### src/rtl/cmdi2c_pkg.sv
package cmdi2c_pkg;

  typedef enum logic [2:0] {
    ST_IDLE,
    ST_ADDR,
    ST_ADDR_ACK,
    ST_WDATA,
    ST_WACK,
    ST_RDATA,
    ST_RACK,
    ST_SKIP
  } i2c_st_e;

  localparam logic [7:0] STS_OK   = 8'h80;
  localparam logic [7:0] STS_ERR  = 8'h81;
  localparam logic [7:0] STS_BUSY = 8'h82;
  localparam logic [7:0] STS_NRDY = 8'h83;

  localparam logic [5:0] ADDR_UPPER = 6'b001100;

endpackage

### src/rtl/cmdi2c_filter.sv
module cmdi2c_filter #(
  parameter int SYNC_STAGES = 2,
  parameter int FILT_LEN    = 3
) (
  input  logic clk,
  input  logic rst,
  input  logic raw,
  output logic filt
);
  localparam int CW = $clog2(FILT_LEN + 1);

  logic [SYNC_STAGES-1:0] sync_q;
  logic [CW-1:0]          run_q;
  logic                   synced;

  assign synced = sync_q[SYNC_STAGES-1];

  always_ff @(posedge clk) begin
    if (rst) sync_q <= '1;
    else     sync_q <= {sync_q[SYNC_STAGES-2:0], raw};
  end

  // the output follows only after FILT_LEN consecutive differing samples
  always_ff @(posedge clk) begin
    if (rst) begin
      filt  <= 1'b1;
      run_q <= '0;
    end else if (synced != filt) begin
      if (run_q == CW'(FILT_LEN - 1)) begin
        filt  <= synced;
        run_q <= '0;
      end else begin
        run_q <= run_q + 1'b1;
      end
    end else begin
      run_q <= '0;
    end
  end

endmodule

### src/rtl/cmdi2c_cmdq.sv
module cmdi2c_cmdq #(
  parameter int W     = 8,
  parameter int DEPTH = 16
) (
  input  logic         clk,
  input  logic         rst,
  input  logic         wr_en,
  input  logic [W-1:0] wr_data,
  output logic         full,
  output logic         pending,
  output logic [W-1:0] out_data,
  output logic         out_valid,
  input  logic         out_ready
);
  localparam int AW = $clog2(DEPTH);
  localparam int CW = $clog2(DEPTH + 1);

  logic [W-1:0]  mem [DEPTH];
  logic [AW-1:0] wr_ptr, rd_ptr;
  logic [CW-1:0] cnt;
  logic          pop_mem;

  assign pop_mem = (cnt != '0) && (!out_valid || out_ready);
  assign full    = (cnt == CW'(DEPTH));
  assign pending = out_valid || (cnt != '0);

  always_ff @(posedge clk) begin
    if (wr_en) mem[wr_ptr] <= wr_data;
  end

  always_ff @(posedge clk) begin
    if (pop_mem) out_data <= mem[rd_ptr];
  end

  always_ff @(posedge clk) begin
    if (rst) begin
      wr_ptr    <= '0;
      rd_ptr    <= '0;
      cnt       <= '0;
      out_valid <= 1'b0;
    end else begin
      if (wr_en)   wr_ptr <= wr_ptr + 1'b1;
      if (pop_mem) rd_ptr <= rd_ptr + 1'b1;
      cnt <= cnt + CW'(wr_en) - CW'(pop_mem);
      if (pop_mem)        out_valid <= 1'b1;
      else if (out_ready) out_valid <= 1'b0;
    end
  end

  p_no_overflow_r6: assert property (@(posedge clk) disable iff (rst)
    wr_en |-> !full);

  p_hold_head_r2: assert property (@(posedge clk) disable iff (rst)
    (out_valid && !out_ready) |=> (out_valid && $stable(out_data)));

endmodule

### src/rtl/cmdi2c_status.sv
module cmdi2c_status
  import cmdi2c_pkg::*;
#(
  parameter int INIT_CYCLES = 2500000
) (
  input  logic       clk,
  input  logic       rst,
  input  logic       core_busy,
  input  logic       core_err,
  input  logic       q_pending,
  input  logic       ovf_set,
  input  logic       err_clr,
  output logic       ready,
  output logic [7:0] status_code
);
  localparam int IW = $clog2(INIT_CYCLES + 1);

  logic [IW-1:0] init_cnt;
  logic          err_q;

  always_ff @(posedge clk) begin
    if (rst) begin
      init_cnt <= '0;
      ready    <= 1'b0;
    end else if (!ready) begin
      if (init_cnt == IW'(INIT_CYCLES - 1)) ready <= 1'b1;
      init_cnt <= init_cnt + 1'b1;
    end
  end

  always_ff @(posedge clk) begin
    if (rst)          err_q <= 1'b0;
    else if (ovf_set) err_q <= 1'b1;
    else if (err_clr) err_q <= 1'b0;
  end

  always_ff @(posedge clk) begin
    if (rst)                        status_code <= STS_NRDY;
    else if (!ready)                status_code <= STS_NRDY;
    else if (err_q || core_err)     status_code <= STS_ERR;
    else if (core_busy || q_pending) status_code <= STS_BUSY;
    else                            status_code <= STS_OK;
  end

  p_nrdy_window_r3: assert property (@(posedge clk) disable iff (rst)
    !ready |-> (status_code == STS_NRDY));

  p_err_sticky_r6: assert property (@(posedge clk) disable iff (rst)
    (err_q && !err_clr) |=> (status_code == STS_ERR));

endmodule

### src/rtl/cmd_i2c_slave.sv
module cmd_i2c_slave
  import cmdi2c_pkg::*;
#(
  parameter int CMDQ_DEPTH  = 16,
  parameter int INIT_CYCLES = 2500000,
  parameter int FILT_LEN    = 3,
  parameter int SYNC_STAGES = 2
) (
  input  logic       clk,
  input  logic       rst,
  input  logic       scl_i,
  input  logic       sda_i,
  output logic       sda_oe,
  input  logic       addr_strap,
  output logic [7:0] cmd_data,
  output logic       cmd_valid,
  input  logic       cmd_ready,
  input  logic       core_busy,
  input  logic       core_err
);
  localparam int NLINES = 2;

  logic [NLINES-1:0] line_raw, line_filt;
  logic scl_f, sda_f, scl_d, sda_d;
  logic scl_rise, scl_fall, start_det, stop_det;

  assign line_raw = {sda_i, scl_i};

  for (genvar g = 0; g < NLINES; g++) begin : g_flt
    cmdi2c_filter #(
      .SYNC_STAGES(SYNC_STAGES),
      .FILT_LEN   (FILT_LEN)
    ) u_flt (
      .clk (clk),
      .rst (rst),
      .raw (line_raw[g]),
      .filt(line_filt[g])
    );
  end

  assign scl_f = line_filt[0];
  assign sda_f = line_filt[1];

  always_ff @(posedge clk) begin
    if (rst) begin
      scl_d <= 1'b1;
      sda_d <= 1'b1;
    end else begin
      scl_d <= scl_f;
      sda_d <= sda_f;
    end
  end

  assign scl_rise  = scl_f && !scl_d;
  assign scl_fall  = !scl_f && scl_d;
  assign start_det = scl_f && scl_d && sda_d && !sda_f;
  assign stop_det  = scl_f && scl_d && !sda_d && sda_f;

  i2c_st_e    state;
  logic [7:0] shreg, tx_q;
  logic [3:0] bitcnt;
  logic       rw_q;

  logic       q_full, q_pending, ready;
  logic [7:0] status_code;
  logic       addr_hit, addr_done, wr_done, push, ovf, err_clr;

  assign addr_hit  = (shreg[7:1] == {ADDR_UPPER, addr_strap});
  assign addr_done = (state == ST_ADDR) && scl_fall && (bitcnt == 4'd8);
  assign wr_done   = (state == ST_WDATA) && scl_fall && (bitcnt == 4'd8);
  assign push      = wr_done && ready && !q_full;
  assign ovf       = wr_done && ready && q_full;
  assign err_clr   = addr_done && addr_hit && !shreg[0];

  always_ff @(posedge clk) begin
    if (rst) begin
      state  <= ST_IDLE;
      sda_oe <= 1'b0;
      shreg  <= '0;
      tx_q   <= '0;
      bitcnt <= '0;
      rw_q   <= 1'b0;
    end else if (start_det) begin
      state  <= ST_ADDR;
      bitcnt <= '0;
      sda_oe <= 1'b0;
    end else if (stop_det) begin
      state  <= ST_IDLE;
      sda_oe <= 1'b0;
    end else begin
      case (state)
        ST_ADDR, ST_WDATA: begin
          if (scl_rise && (bitcnt < 4'd8)) begin
            shreg  <= {shreg[6:0], sda_f};
            bitcnt <= bitcnt + 1'b1;
          end
          if (addr_done) begin
            if (addr_hit) begin
              sda_oe <= 1'b1;
              rw_q   <= shreg[0];
              tx_q   <= status_code;
              state  <= ST_ADDR_ACK;
            end else begin
              state  <= ST_SKIP;
            end
          end
          if (wr_done) begin
            sda_oe <= ready;
            state  <= ST_WACK;
          end
        end
        ST_ADDR_ACK: begin
          if (scl_fall) begin
            if (rw_q) begin
              state  <= ST_RDATA;
              sda_oe <= !tx_q[7];
              tx_q   <= {tx_q[6:0], 1'b0};
              bitcnt <= 4'd1;
            end else begin
              state  <= ST_WDATA;
              sda_oe <= 1'b0;
              bitcnt <= '0;
            end
          end
        end
        ST_WACK: begin
          if (scl_fall) begin
            sda_oe <= 1'b0;
            state  <= ST_WDATA;
            bitcnt <= '0;
          end
        end
        ST_RDATA: begin
          if (scl_fall) begin
            if (bitcnt == 4'd8) begin
              sda_oe <= 1'b0;
              state  <= ST_RACK;
            end else begin
              sda_oe <= !tx_q[7];
              tx_q   <= {tx_q[6:0], 1'b0};
              bitcnt <= bitcnt + 1'b1;
            end
          end
        end
        ST_RACK: begin
          if (scl_rise) begin
            if (sda_f) state <= ST_SKIP;
            else       tx_q  <= status_code;
          end
          if (scl_fall) begin
            state  <= ST_RDATA;
            sda_oe <= !tx_q[7];
            tx_q   <= {tx_q[6:0], 1'b0};
            bitcnt <= 4'd1;
          end
        end
        default: ;
      endcase
    end
  end

  cmdi2c_cmdq #(
    .W    (8),
    .DEPTH(CMDQ_DEPTH)
  ) u_cmdq (
    .clk      (clk),
    .rst      (rst),
    .wr_en    (push),
    .wr_data  (shreg),
    .full     (q_full),
    .pending  (q_pending),
    .out_data (cmd_data),
    .out_valid(cmd_valid),
    .out_ready(cmd_ready)
  );

  cmdi2c_status #(
    .INIT_CYCLES(INIT_CYCLES)
  ) u_status (
    .clk        (clk),
    .rst        (rst),
    .core_busy  (core_busy),
    .core_err   (core_err),
    .q_pending  (q_pending),
    .ovf_set    (ovf),
    .err_clr    (err_clr),
    .ready      (ready),
    .status_code(status_code)
  );

  p_pull_scl_low_r11: assert property (@(posedge clk) disable iff (rst)
    $rose(sda_oe) |-> !scl_f);

  p_idle_released_r11: assert property (@(posedge clk) disable iff (rst)
    (state == ST_IDLE) |-> !sda_oe);

  p_nack_not_ready_r3: assert property (@(posedge clk) disable iff (rst)
    ((state == ST_WACK) && !ready) |-> !sda_oe);

  p_skip_silent_r1: assert property (@(posedge clk) disable iff (rst)
    (state == ST_SKIP) |-> !sda_oe);

endmodule

### config.mk
export PLATFORM = sky130hd
export DESIGN_NAME = cmd_i2c_slave
export DESIGN_NICKNAME = d
export VERILOG_FILES = /design/src/rtl/cmdi2c_pkg.sv /design/src/rtl/cmdi2c_filter.sv /design/src/rtl/cmdi2c_cmdq.sv /design/src/rtl/cmdi2c_status.sv /design/src/rtl/cmd_i2c_slave.sv
export SDC_FILE = /design/constraint.sdc
export NUM_CORES = 1
export LEC_CHECK = 0
export ABC_AREA = 1
export BUFFER_PORTS_ARGS = -buffer_cell sky130_fd_sc_hd__buf_4
export CORE_AREA = 8 8 172 174
export DETAILED_ROUTE_END_ITERATION = 12
export DIE_AREA = 0 0 180 182
export MAX_ROUTING_LAYER = met4
export PLACE_DENSITY = 0.55
export RECOVER_POWER = 100
export REMOVE_ABC_BUFFERS = 1
export SKIP_CTS_REPAIR_TIMING = 1
export SYNTH_ARGS = -nofsm -noshare
export SYNTH_HDL_FRONTEND = slang
export SYNTH_SLANG_ARGS = --single-unit
### constraint.sdc
create_clock -name clk -period 7 [get_ports clk]
set_input_delay 1.4 -clock clk [delete_from_list [all_inputs] [get_ports clk]]
set_output_delay 1.4 -clock clk [all_outputs]
set_load 0.1 [all_outputs]
==> impl_metrics.yaml, run 1 <==
synthesis:
  most_numerous_cell_types_in_the_synthesized_netlist: "186 x sky130_fd_sc_hd__nor2_1, 136 x sky130_fd_sc_hd__edfxtp_1, 132 x sky130_fd_sc_hd__nand2_1, 105 x sky130_fd_sc_hd__o21ai_0, 77 x sky130_fd_sc_hd__dfxtp_1"
  synth-seq-cells: 213
  yosysTopAreaCellShare_pct: 43.9
  number_of_flops_mapped_to_enable_cells_by_yosys: 136
  seq_area_frac_synth_pct: 60.5
  synth_cells: 966
  yosysTopAreaCell: "sky130_fd_sc_hd__edfxtp_1"
  yosys.cell_types.count: 39
  syn_avg_cell_area_um2: 9.62
  post_synth_main_area_contributors: "sky130_fd_sc_hd__edfxtp_1 44%, sky130_fd_sc_hd__dfxtp_1 17%, sky130_fd_sc_hd__nor2_1 7.5%"
  synth-async-reset-ratio_pct: 0
  synth_warnings: 0
  netlist_area_mm2: 0.00929
  yosysMostFrequentCell: "sky130_fd_sc_hd__nor2_1"
  synth_top_flop_cell: "sky130_fd_sc_hd__edfxtp_1"
placed_design:
  dpl_worst_slack_ns: 3.25
  place_congestion: 0.859
  dpl_cell_area_mm2: 0.00968
  hpwl_um: 12900
  buffer_ports.inserted: 17
route:
  wl_per_cell_um: 15.5
  final_antenna_net_count: 0
  dr.first_iter.drc_count: 544
  dr_total_vias: 6560
  detail_route.wirelength_um: 20700
  remaining_drc_errors: 0
  drt-vias-per-instance: 4.92
  drtPass1Iterations: 5
timing:
  transition_at_the_pin_with_the_smallest_max_transition_slack_ns: 1.64
  period_needed_ns: 3.92
  final_clock_period_utilization_by_the_worst_path_pct: 56.0
  report.final.setup_viol: 0
  hold_violations: 0
  achievable-frequency_ghz: 0.255
  final.setup_skew_ns: 0.0137
  post_layout_worst_setup_margin_ns: 3.08
  rel_slew_slack_pct: -9.33
  timing.setup.tns_ns: 0
  grt_setup_unrepaired: "false"
  timing.final.max_slew_violations: 68
cells_and_area:
  post-route-cell-area_mm2: 0.0104
  flow.area_growth_from_synthesis_pct: 11.5
  antenna_cells_inserted: 0
  fin_nets: 1003
  ratio_of_cells_with_drive_above_1_in_the_final_layout_pct: 7.25
clock_network:
  clock_sinks: 213
  cts_tree: "built"
  htree_num_levels: 1
  clk_pin_slew_worst_paths_ns: 0.06
  root_buffer: "sky130_fd_sc_hd__clkbuf_16"
  cts-root-to-sink-buffers: 3
  cts_made_buffers: 24
  insertion_delay_ns: 0.52
setup_path:
  crit_family: "simple AND/OR/NAND/NOR gates"
  critPathKind: "reg2reg"
  type_of_origin_of_the_critical_path: "register"
  cp.arrival_ns: 4.06
  number_of_buffers_and_inverters_on_the_critical_path: 2
  worst_path_fanout_max: 11
  crit_path_top_delay_cell: "sky130_fd_sc_hd__nor3_1"
  crit-reg2reg-launch: "g_flt[0].u_flt.filt"
  worstSetupStartpoint: "g_flt[0].u_flt.filt"
  timing.critical_path.slowest_cell_delay_ns: 1.07
  critical_path.endpoint_type: "register"
  required_time_at_the_worst_slack_endpoint_ns: 7.14
  worstPathCellList: "inv_1 > ha_1 > inv_1 > nor2_1 > nand2_1 > nor3_1 > nand2_1 > nor2_1"
pwr:
  seqPwrFrac_pct: 42.3
  cellInternalPower_mw: 2.29
  worst_ir_drop_vdd_v: 0.000196
  swShare_pct: 34.7
  cellPowerDensity_mw_per_mm2: 339
  p_switching_mw: 1.22
  comb_power_share_pct: 24.5
  p_clk_share_pct: 33.2
  leakage_nw: 3.34
global_route:
  first_global_vias: 6275
  grt_first_pass_wirelength_um: 33600
  antenna_found_initial: 0
  grt_start_max_net_pins: 68
  gr-total-overflow: 0
  globalRouteTotalUtil_pct: 12.8
floorplanning:
  initial_core_util_pct: 34.9
  core-area_mm2: 0.0267
  ios: 18
  die_y_um: 182
  die_width_um: 180
  cell_row_count: 60
  die_area_mm2: 0.0328
status:
  violations: "capacitance limit, slew limit"
  status: "finished with violations"
worst_hold_path:
  min-delay-path-class: "reg2reg"
  hold_start: "g_flt[0].u_flt.sync_q[0]"
job:
  maxCapViolations: 2
==> layout make-up <==
type,count,area [um2]
Clock inverter,11,72.6
Tap cell,341,427
Inverter,79,299
Fill cell,2658,16300
Multi-Input combinational cell,636,3160
Timing Repair Buffer,21,109
Sequential cell,213,5630
Clock buffer,33,664
==> flip-flops by register name, indices dropped and copies added, names as in the netlist, 4 cells and up <==
signal	count
u_cmdq.out_data	8
u_cmdq.cnt	5
shreg	8
u_status.init_cnt	22
u_cmdq.mem	128
u_cmdq.rd_ptr	4
g_flt.u_flt.sync_q	4
u_cmdq.wr_ptr	4
g_flt.u_flt.run_q	4
bitcnt	4
tx_q	8
==> logic make-up (layout without fill, tap and decap cells) <==
family                     Yosys count  after routing  share of synthesized area (%)
AOI/OAI and AO/OA                  196            196                           11.7
xor gates and xnor gates             8              8                          0.754
adders and majority gates           20             20                           2.77
buffers and inverters              117            144                           5.37
DFF                                213            213                           60.5
and+or+nand+nor                    412            412                           18.9
==> routing by layer <==
metal  global-route usage (%)  share of wire [%]  vias to the layer above
li1                         -                  -                     3329
met1                     16.8                 48                     3067
met2                     20.7                 46                      136
met3                     2.04                4.5                       28
met4                     2.43                1.8                        0
met5                        -                  0                        -
==> power by group through the flow <==
stage | clock network (mW) | logic [mW] | registers [mW]
floorplan | 0 | 0.449 | 1.70
global placement | 0 | 0.886 | 1.51
detailed placement | 0 | 0.893 | 1.51
CTS | 1.20 | 0.894 | 1.49
global route | 1.25 | 0.972 | 1.50
finish | 1.17 | 0.861 | 1.48
==> worst register-to-register path, stage by stage (launching register included) <==
cell	delay [ns]
sky130_fd_sc_hd__dfxtp_1	0.35
sky130_fd_sc_hd__inv_1	0.10
sky130_fd_sc_hd__ha_1	0.27
sky130_fd_sc_hd__inv_1	0.16
sky130_fd_sc_hd__nor2_1	0.18
sky130_fd_sc_hd__nand2_1	0.14
sky130_fd_sc_hd__nor3_1	1.07
sky130_fd_sc_hd__nand2_1	0.47
sky130_fd_sc_hd__nor2_1	0.82
==> worst paths after layout <==
path,endpoint,slack [ns],cells past startpoint
worst max-delay path,u_cmdq.mem[13][3],3.08,8
worst min-delay path,g_flt[0].u_flt.sync_q[1],0.40,1
worst max register to register,u_cmdq.mem[13][3],3.08,8
worst min register to register,g_flt[0].u_flt.sync_q[1],0.40,1
==> metrics by stage <==
step | total power [mW] | util [%] | std cells | hold slack [ns]
floorplan | 2.15 | - | 928 | 0.389
global placement | 2.40 | 36.3 | 1290 | 0.392
detailed placement | 2.40 | 36.3 | 1290 | 0.396
CTS | 3.58 | 39.1 | 1334 | 0.409
global route | 3.71 | 38.9 | 1334 | 0.430
finish | 3.51 | 38.9 | 1334 | 0.404
==> layout by cell type (no fill, tap or decap), types with 2 or more instances in the layout <==
cell                           n
sky130_fd_sc_hd__clkinv_2      5
sky130_fd_sc_hd__inv_1        71
sky130_fd_sc_hd__buf_4         7
sky130_fd_sc_hd__nor4_1        2
sky130_fd_sc_hd__clkbuf_16    24
sky130_fd_sc_hd__nor2_4        2
sky130_fd_sc_hd__nand4_1      15
sky130_fd_sc_hd__nor3_1       12
sky130_fd_sc_hd__ha_1         19
sky130_fd_sc_hd__dfxtp_1      76
sky130_fd_sc_hd__clkinvlp_4    2
sky130_fd_sc_hd__nand3_2       4
sky130_fd_sc_hd__nand2_2       4
sky130_fd_sc_hd__o211ai_1     34
sky130_fd_sc_hd__inv_2         5
sky130_fd_sc_hd__o21a_1        2
sky130_fd_sc_hd__a21oi_1      48
sky130_fd_sc_hd__o21ai_0     106
sky130_fd_sc_hd__nand3_1      43
sky130_fd_sc_hd__nor2_1      186
sky130_fd_sc_hd__clkbuf_8      3
sky130_fd_sc_hd__or2_2         4
sky130_fd_sc_hd__a31oi_1       2
sky130_fd_sc_hd__clkbuf_1     19
sky130_fd_sc_hd__nand2_1     133
sky130_fd_sc_hd__edfxtp_1    136
sky130_fd_sc_hd__clkinv_1      4
sky130_fd_sc_hd__nor2_2        4
sky130_fd_sc_hd__xor2_1        8
No activity file was read; power rests on OpenSTA's default activity.
==> run 2, diff against run 1 <==
Settings changed: ABC_AREA 1 to 0, CORE_AREA 8 8 172 174 to 8 8 169 171, DIE_AREA 0 0 180 182 to 0 0 177 179.
Clock period 7 ns to 3.65 ns, I/O delays scaled along.
==> run 2 against run 1 <==
  * Critical path depth grew 5
  * Global-route usage shrank 1.3 points
  * Via count shrank 23%
  * First-iteration DRC count shrank 46%
  * Sequential share of layout area grew 1.7 points
  * Synthesized area shrank 4.5%
  * Largest cell class unchanged
  * Clock skew grew 0.0035 ns
  * The flow now finishes without violations
  * Count of clock-buffer cells in the layout grew 4
  * Register-to-register slack lost 2.5 ns
==> impl_metrics.yaml, run 2 <==
status:
  status: "completed"
setup_path:
  critPathKind: "reg2reg"
  r2r_cells: 13
  critical_path.endpoint_type: "register"
  crit_family: "simple AND/OR/NAND/NOR gates"
  cp.arrival_ns: 3.42
  worst_r2r_endpoint: "u_cmdq.cnt[4]"
  timing.reg2reg.setup_slack_ns: 0.58
  crit_path_top_delay_cell: "sky130_fd_sc_hd__nor4_2"
  worstPathCellList: "inv_1 > ha_1 > nand3b_1 > nor4_2 > and2_0 > ha_1 > inv_1 > fa_1 > inv_1 > a21oi_1 > nor2_1 > or3_1 > a21oi_1"
  number_of_buffers_and_inverters_on_the_critical_path: 3
  type_of_origin_of_the_critical_path: "register"
  crit-reg2reg-launch: "g_flt[0].u_flt.filt"
  worst_path_fanout_max: 8
  required_time_at_the_worst_slack_endpoint_ns: 4.00
  timing.critical_path.slowest_cell_delay_ns: 0.41
  cp_common_cell: "sky130_fd_sc_hd__inv_1"
floorplanning:
  core-area_mm2: 0.0258
  cell_row_count: 59
  die_width_um: 177
  initial_core_util_pct: 34.4
  die_area_mm2: 0.0317
  ios: 18
  die_y_um: 179
pwr:
  leakage_nw: 3.25
  cellPowerDensity_mw_per_mm2: 634
  worst_ir_drop_vdd_v: 0.000692
  power_mw: 6.37
synthesis:
  number_of_flops_mapped_to_enable_cells_by_yosys: 136
  post_synth_main_area_contributors: "sky130_fd_sc_hd__edfxtp_1 46%, sky130_fd_sc_hd__dfxtp_1 17%, sky130_fd_sc_hd__mux4_2 10%"
  yosys.cell_types.count: 59
  most_numerous_cell_types_in_the_synthesized_netlist: "136 x sky130_fd_sc_hd__edfxtp_1, 77 x sky130_fd_sc_hd__dfxtp_1, 72 x sky130_fd_sc_hd__nor2_1, 40 x sky130_fd_sc_hd__mux4_2, 31 x sky130_fd_sc_hd__nand2_1"
  netlist_area_mm2: 0.00887
  synth_warnings: 0
  yosysTopAreaCellShare_pct: 46.0
  yosysMostFrequentCell: "sky130_fd_sc_hd__edfxtp_1"
  synth-async-reset-ratio_pct: 0
  seq_area_frac_synth_pct: 63.4
  syn_avg_cell_area_um2: 14.0
  yosysTopAreaCell: "sky130_fd_sc_hd__edfxtp_1"
  synth-seq-cells: 213
  synth_cells: 635
  synth_top_flop_cell: "sky130_fd_sc_hd__edfxtp_1"
route:
  drtPass1Iterations: 5
  detail_route.wirelength_um: 17300
  remaining_drc_errors: 0
  wl_per_cell_um: 17.1
  final_antenna_net_count: 0
  drt-vias-per-instance: 4.98
  dr.first_iter.drc_count: 294
  dr_total_vias: 5037
clock_network:
  clock_sinks: 213
  clk_pin_slew_worst_paths_ns: 0.06
  root_buffer: "sky130_fd_sc_hd__clkbuf_16"
  cts-root-to-sink-buffers: 3
  cts_made_buffers: 23
  insertion_delay_ns: 0.51
  htree_num_levels: 1
  cts_tree: "built"
cells_and_area:
  final-seq-area_mm2: 0.00563
  most_flop_heavy_register: "u_cmdq.mem"
  fillers: 2358
  ratio_of_cells_with_drive_above_1_in_the_final_layout_pct: 13.3
  antenna_cells_inserted: 0
  flow.area_growth_from_synthesis_pct: 13.2
  layout.cells.most_common_list: "136 x sky130_fd_sc_hd__edfxtp_1, 77 x sky130_fd_sc_hd__dfxtp_1, 73 x sky130_fd_sc_hd__nor2_1, 40 x sky130_fd_sc_hd__mux4_2, 31 x sky130_fd_sc_hd__nand2_1"
  multi_input_gate_area_mm2: 0.00300
  fin_util_pct: 39.0
  fin_nets: 688
  flip_flop_count_of_the_largest_register_all_copies_and_words_added: 128
  top_registers: "u_cmdq.mem: 128 flops, u_status.init_cnt: 22 flops"
  mostFrequentLayoutCell: "sky130_fd_sc_hd__edfxtp_1"
global_route:
  gr-total-overflow: 0
  first_global_vias: 5123
  grt_start_max_net_pins: 61
  globalRouteTotalUtil_pct: 11.4
  grt_first_pass_wirelength_um: 28200
  antenna_found_initial: 0
timing:
  report.final.setup_viol: 0
  timing.setup.tns_ns: 0
  whs_ns: 0.408
  timing.final.max_slew_violations: 0
  hold_violations: 0
  final.setup_skew_ns: 0.0172
  period_needed_ns: 3.07
  achievable-frequency_ghz: 0.326
  transition_at_the_pin_with_the_smallest_max_transition_slack_ns: 1.20
  final_clock_period_utilization_by_the_worst_path_pct: 84.0
  rel_slew_slack_pct: 20.3
  post_layout_worst_setup_margin_ns: 0.583
  grt_setup_unrepaired: "false"
job:
  maxCapViolations: 0
worst_hold_path:
  hold_depth: 1
  hold_end: "g_flt[1].u_flt.run_q[0]"
  hold_start: "g_flt[1].u_flt.run_q[0]"
  min-delay-path-class: "reg2reg"
placed_design:
  hpwl_um: 11700
  buffer_ports.inserted: 17
  dpl_worst_slack_ns: 0.638
  place_congestion: 0.836
-- run 2: logic make-up after synthesis --
kind of cell	after synthesis	synth area share, %
DFF	213	63.4
and+or+nand+nor	201	11.6
muxes	60	12.4
AOI/OAI and AO/OA	57	4.03
buffers and inverters	53	2.61
xor gates and xnor gates	31	3.06
adders and majority gates	20	2.90
-- run 2: worst register-to-register path: cells and delay by family (launching register included) --
kind            cells  cell delay, ns
simple gates        5            1.29
fa+ha+maj           3            0.94
compound gates      2            0.11
flops               1            0.34
buf+inv             3            0.23
-- run 2: worst max-delay path by stage --
| stage | to | from | depth (start not counted) | slack, ns |
|---|---|---|---|---|
| detailed placement | u_cmdq.cnt[4] | g_flt[0].u_flt.filt | 13 | 0.64 |
| global route | u_cmdq.mem[8][3] | g_flt[0].u_flt.filt | 7 | 0.35 |
| finish | u_cmdq.cnt[4] | g_flt[0].u_flt.filt | 13 | 0.58 |
| global placement | u_cmdq.cnt[4] | g_flt[0].u_flt.filt | 13 | 0.79 |
| floorplan | u_cmdq.cnt[4] | u_cmdq.out_valid | 12 | 0.68 |
| CTS | u_cmdq.cnt[4] | g_flt[0].u_flt.filt | 13 | 0.63 |
-- run 2: report_power, final --
part           switching (mW)  internal (mW)  leakage [nW]
sequential             0.0828           2.66          1.89
clock                   0.884           1.43         0.373
combinational           0.837          0.484         0.990
-- run 2: layout make-up --
type	count	area share (%)
flip-flops and latches	213	56.0
multi-input cells	369	29.9
clock buffers	37	6.85
well taps	335	4.17
repair buffers	29	1.43
inverters	24	0.897
clock inverters	4	0.735
-- run 2: layer usage --
| layer | vias up | track usage, % | wire length (um) |
|---|---|---|---|
| met1 | 2515 | 14.3 | 7670 |
| met2 | 94 | 19.2 | 8610 |
| li1 | 2409 | - | - |
| met3 | 19 | 2.09 | 802 |
| met4 | 0 | 2.31 | 225 |
| met5 | - | - | 0 |
-- run 2: per-stage QoR --
| step | instances | area (um2) |
|---|---|---|
| final | 1011 | 10000 |
| after global routing | 1011 | 10000 |
| after CTS | 1011 | 10100 |
| after detailed placement | 970 | 9380 |
| after global placement | 970 | 9380 |
| after floorplan | 606 | 8730 |
==> run 3, diff against run 2 <==
Settings changed: ABC_AREA 0 to 1, CORE_AREA 8 8 169 171 to 8 8 172 174, DIE_AREA 0 0 177 179 to 0 0 180 182.
Clock period 3.65 ns to 3.2 ns, I/O delays scaled along.
==> run 3 against run 2 <==
  * Routed wire length increased by 23%
  * Total power up 25%
  * Core utilization increased by 0.52 points
  * Sequential power rose by 18%
  * Sequential share of layout area shrank 2.6 points
  * Sequential cell count is the same
  * Cell count grew 34%
  * Hold slack worse by 0.091 ns
  * Combinational power is 47% higher
  * Clock power grew 22%
  * First-iteration DRC count grew 49%
  * Critical path type unchanged
  * Critical endpoint unchanged
  * Largest power group unchanged
  * Highest routed layer unchanged
==> impl_metrics.yaml, run 3 (synthesis results as in run 1) <==
worst_hold_path:
  hold_depth: 2
  hold_start: "scl_i"
  hold_end: "g_flt[0].u_flt.sync_q[0]"
  min-delay-path-class: "in2reg"
clock_network:
  clock_sinks: 213
  htree_num_levels: 1
  insertion_delay_ns: 0.52
  clk_pin_slew_worst_paths_ns: 0.05
  cts_made_buffers: 24
  cts-root-to-sink-buffers: 3
  cts_tree: "built"
  root_buffer: "sky130_fd_sc_hd__clkbuf_16"
timing:
  transition_at_the_pin_with_the_smallest_max_transition_slack_ns: 1.41
  period_needed_ns: 2.74
  whs_ns: 0.317
  timing.setup.tns_ns: 0
  report.final.setup_viol: 0
  achievable-frequency_ghz: 0.365
  hold_violations: 0
  final_clock_period_utilization_by_the_worst_path_pct: 85.7
  rel_slew_slack_pct: 6.12
  grt_setup_unrepaired: "false"
  timing.final.max_slew_violations: 0
  final.setup_skew_ns: 0.0145
status:
  status: "completed"
global_route:
  grt_first_pass_wirelength_um: 34400
  globalRouteTotalUtil_pct: 13.1
  antenna_found_initial: 0
  grt_start_max_net_pins: 67
  gr-total-overflow: 0
  first_global_vias: 6544
setup_path:
  crit-reg2reg-launch: "g_flt[0].u_flt.filt"
  r2r_cells: 14
  type_of_origin_of_the_critical_path: "register"
  critPathKind: "reg2reg"
  required_time_at_the_worst_slack_endpoint_ns: 3.53
  cp.arrival_ns: 3.08
  worst_r2r_endpoint: "u_cmdq.cnt[4]"
  worst_path_fanout_max: 11
  timing.reg2reg.setup_slack_ns: 0.46
  critical_path.endpoint_type: "register"
floorplanning:
  die_y_um: 182
  ios: 18
  core-area_mm2: 0.0267
  cell_row_count: 60
  initial_core_util_pct: 34.9
  die_width_um: 180
  die_area_mm2: 0.0328
pwr:
  p_clk_share_pct: 35.3
  swShare_pct: 33.5
  worst_ir_drop_vdd_v: 0.000411
  seqPwrFrac_pct: 40.4
  p_switching_mw: 2.67
  cellPowerDensity_mw_per_mm2: 758
  leakage_nw: 3.43
  comb_power_share_pct: 24.3
  cellInternalPower_mw: 5.31
cells_and_area:
  antenna_cells_inserted: 0
  most_flop_heavy_register: "u_cmdq.mem"
  flip_flop_count_of_the_largest_register_all_copies_and_words_added: 128
  post-route-cell-area_mm2: 0.0105
  instances_no_fill: 1355
  mostFrequentLayoutCell: "sky130_fd_sc_hd__nor2_1"
  fin_util_pct: 39.5
  fin_nets: 1024
  flow.area_growth_from_synthesis_pct: 13.3
  top_registers: "u_cmdq.mem: 128 flops, u_status.init_cnt: 22 flops"
  layout.cells.most_common_list: "187 x sky130_fd_sc_hd__nor2_1, 136 x sky130_fd_sc_hd__edfxtp_1, 133 x sky130_fd_sc_hd__nand2_1, 106 x sky130_fd_sc_hd__o21ai_0, 76 x sky130_fd_sc_hd__dfxtp_1"
  ratio_of_cells_with_drive_above_1_in_the_final_layout_pct: 7.69
  fillers: 2676
placed_design:
  hpwl_um: 13700
  dpl_cell_area_mm2: 0.00984
  place_inst: 1311
  buffer_ports.inserted: 17
  place_congestion: 0.887
route:
  dr.first_iter.drc_count: 439
  remaining_drc_errors: 0
  final_antenna_net_count: 0
  dr_total_vias: 6686
  drtPass1Iterations: 7
  detail_route.wirelength_um: 21200
  drt-vias-per-instance: 4.93
  wl_per_cell_um: 15.7
job:
  maxCapViolations: 0
run 3: cell count changes in the layout (fill, tap and decap cells not counted), sizes merged, moves of 28 or more:
cell and change:
nor2 +119, nand2 +106, o21ai +95, inv +52
mux4 -40, nand3 +33, o211ai +31, a21oi +28
run 3: final cells by class:
| class | count | area (um2) | area share, % |
|---|---|---|---|
| multi-input cells | 636 | 3150 | 29.9 |
| inverters | 79 | 299 | 2.84 |
| clock inverters | 7 | 85.1 | 0.808 |
| well taps | 341 | 427 | 4.05 |
| flip-flops and latches | 213 | 5630 | 53.4 |
| repair buffers | 42 | 208 | 1.97 |
| clock buffers | 37 | 732 | 6.95 |
run 3: stage by stage:
stage                     power [mW]  setup WS (ns)
after floorplan                 4.70          0.234
after global placement          5.27          0.594
after detailed placement        5.28          0.501
after CTS                       8.11          0.509
after global routing            8.39          0.191
final                           7.98          0.458
run 3: critical path, cell delays in order (launching register included):
cell and delay, ns:
sky130_fd_sc_hd__dfxtp_1 0.34, sky130_fd_sc_hd__inv_1 0.10, sky130_fd_sc_hd__ha_1 0.28, sky130_fd_sc_hd__inv_1 0.16, sky130_fd_sc_hd__nor2_1 0.18, sky130_fd_sc_hd__nand2_1 0.14, sky130_fd_sc_hd__nor3_2 0.13, sky130_fd_sc_hd__buf_4 0.19
sky130_fd_sc_hd__ha_1 0.19, sky130_fd_sc_hd__inv_1 0.06, sky130_fd_sc_hd__fa_1 0.39, sky130_fd_sc_hd__nor2_1 0.11, sky130_fd_sc_hd__o21ai_0 0.10, sky130_fd_sc_hd__a21oi_1 0.14, sky130_fd_sc_hd__nor3_1 0.06
run 3: power by group through the flow:
| stage | Clock, mW | Combinational, mW | Sequential [mW] |
|---|---|---|---|
| finish | 2.81 | 1.94 | 3.22 |
| global route | 2.98 | 2.16 | 3.24 |
| CTS | 2.87 | 2.01 | 3.22 |
| detailed placement | 0 | 2.00 | 3.28 |
| global placement | 0 | 1.99 | 3.28 |
| floorplan | 0 | 0.982 | 3.71 |
run 3: how the worst max path moves through the flow:
| stage | start | endpoint | slack, ns | cells after the start |
|---|---|---|---|---|
| 2_1_floorplan | u_cmdq.rd_ptr[0] | u_cmdq.out_data[3] | 0.23 | 7 |
| 3_3_place_gp | g_flt[0].u_flt.filt | u_cmdq.cnt[4] | 0.59 | 14 |
| 3_5_place_dp | cmd_ready | u_cmdq.cnt[4] | 0.50 | 14 |
| 4_1_cts | g_flt[0].u_flt.filt | u_cmdq.cnt[4] | 0.51 | 14 |
| 5_1_grt | g_flt[0].u_flt.filt | u_cmdq.cnt[4] | 0.19 | 14 |
| 6_report | g_flt[0].u_flt.filt | u_cmdq.cnt[4] | 0.46 | 14 |
run 3: per-layer routing:
| layer | vias to the layer above | global-route usage [%] | part of all wire, % |
|---|---|---|---|
| met5 | - | - | 0 |
| met4 | 0 | 4.03 | 2.8 |
| met3 | 44 | 1.88 | 4.3 |
| met2 | 132 | 21.5 | 45 |
| met1 | 3154 | 16.7 | 47 |
| li1 | 3356 | - | - |
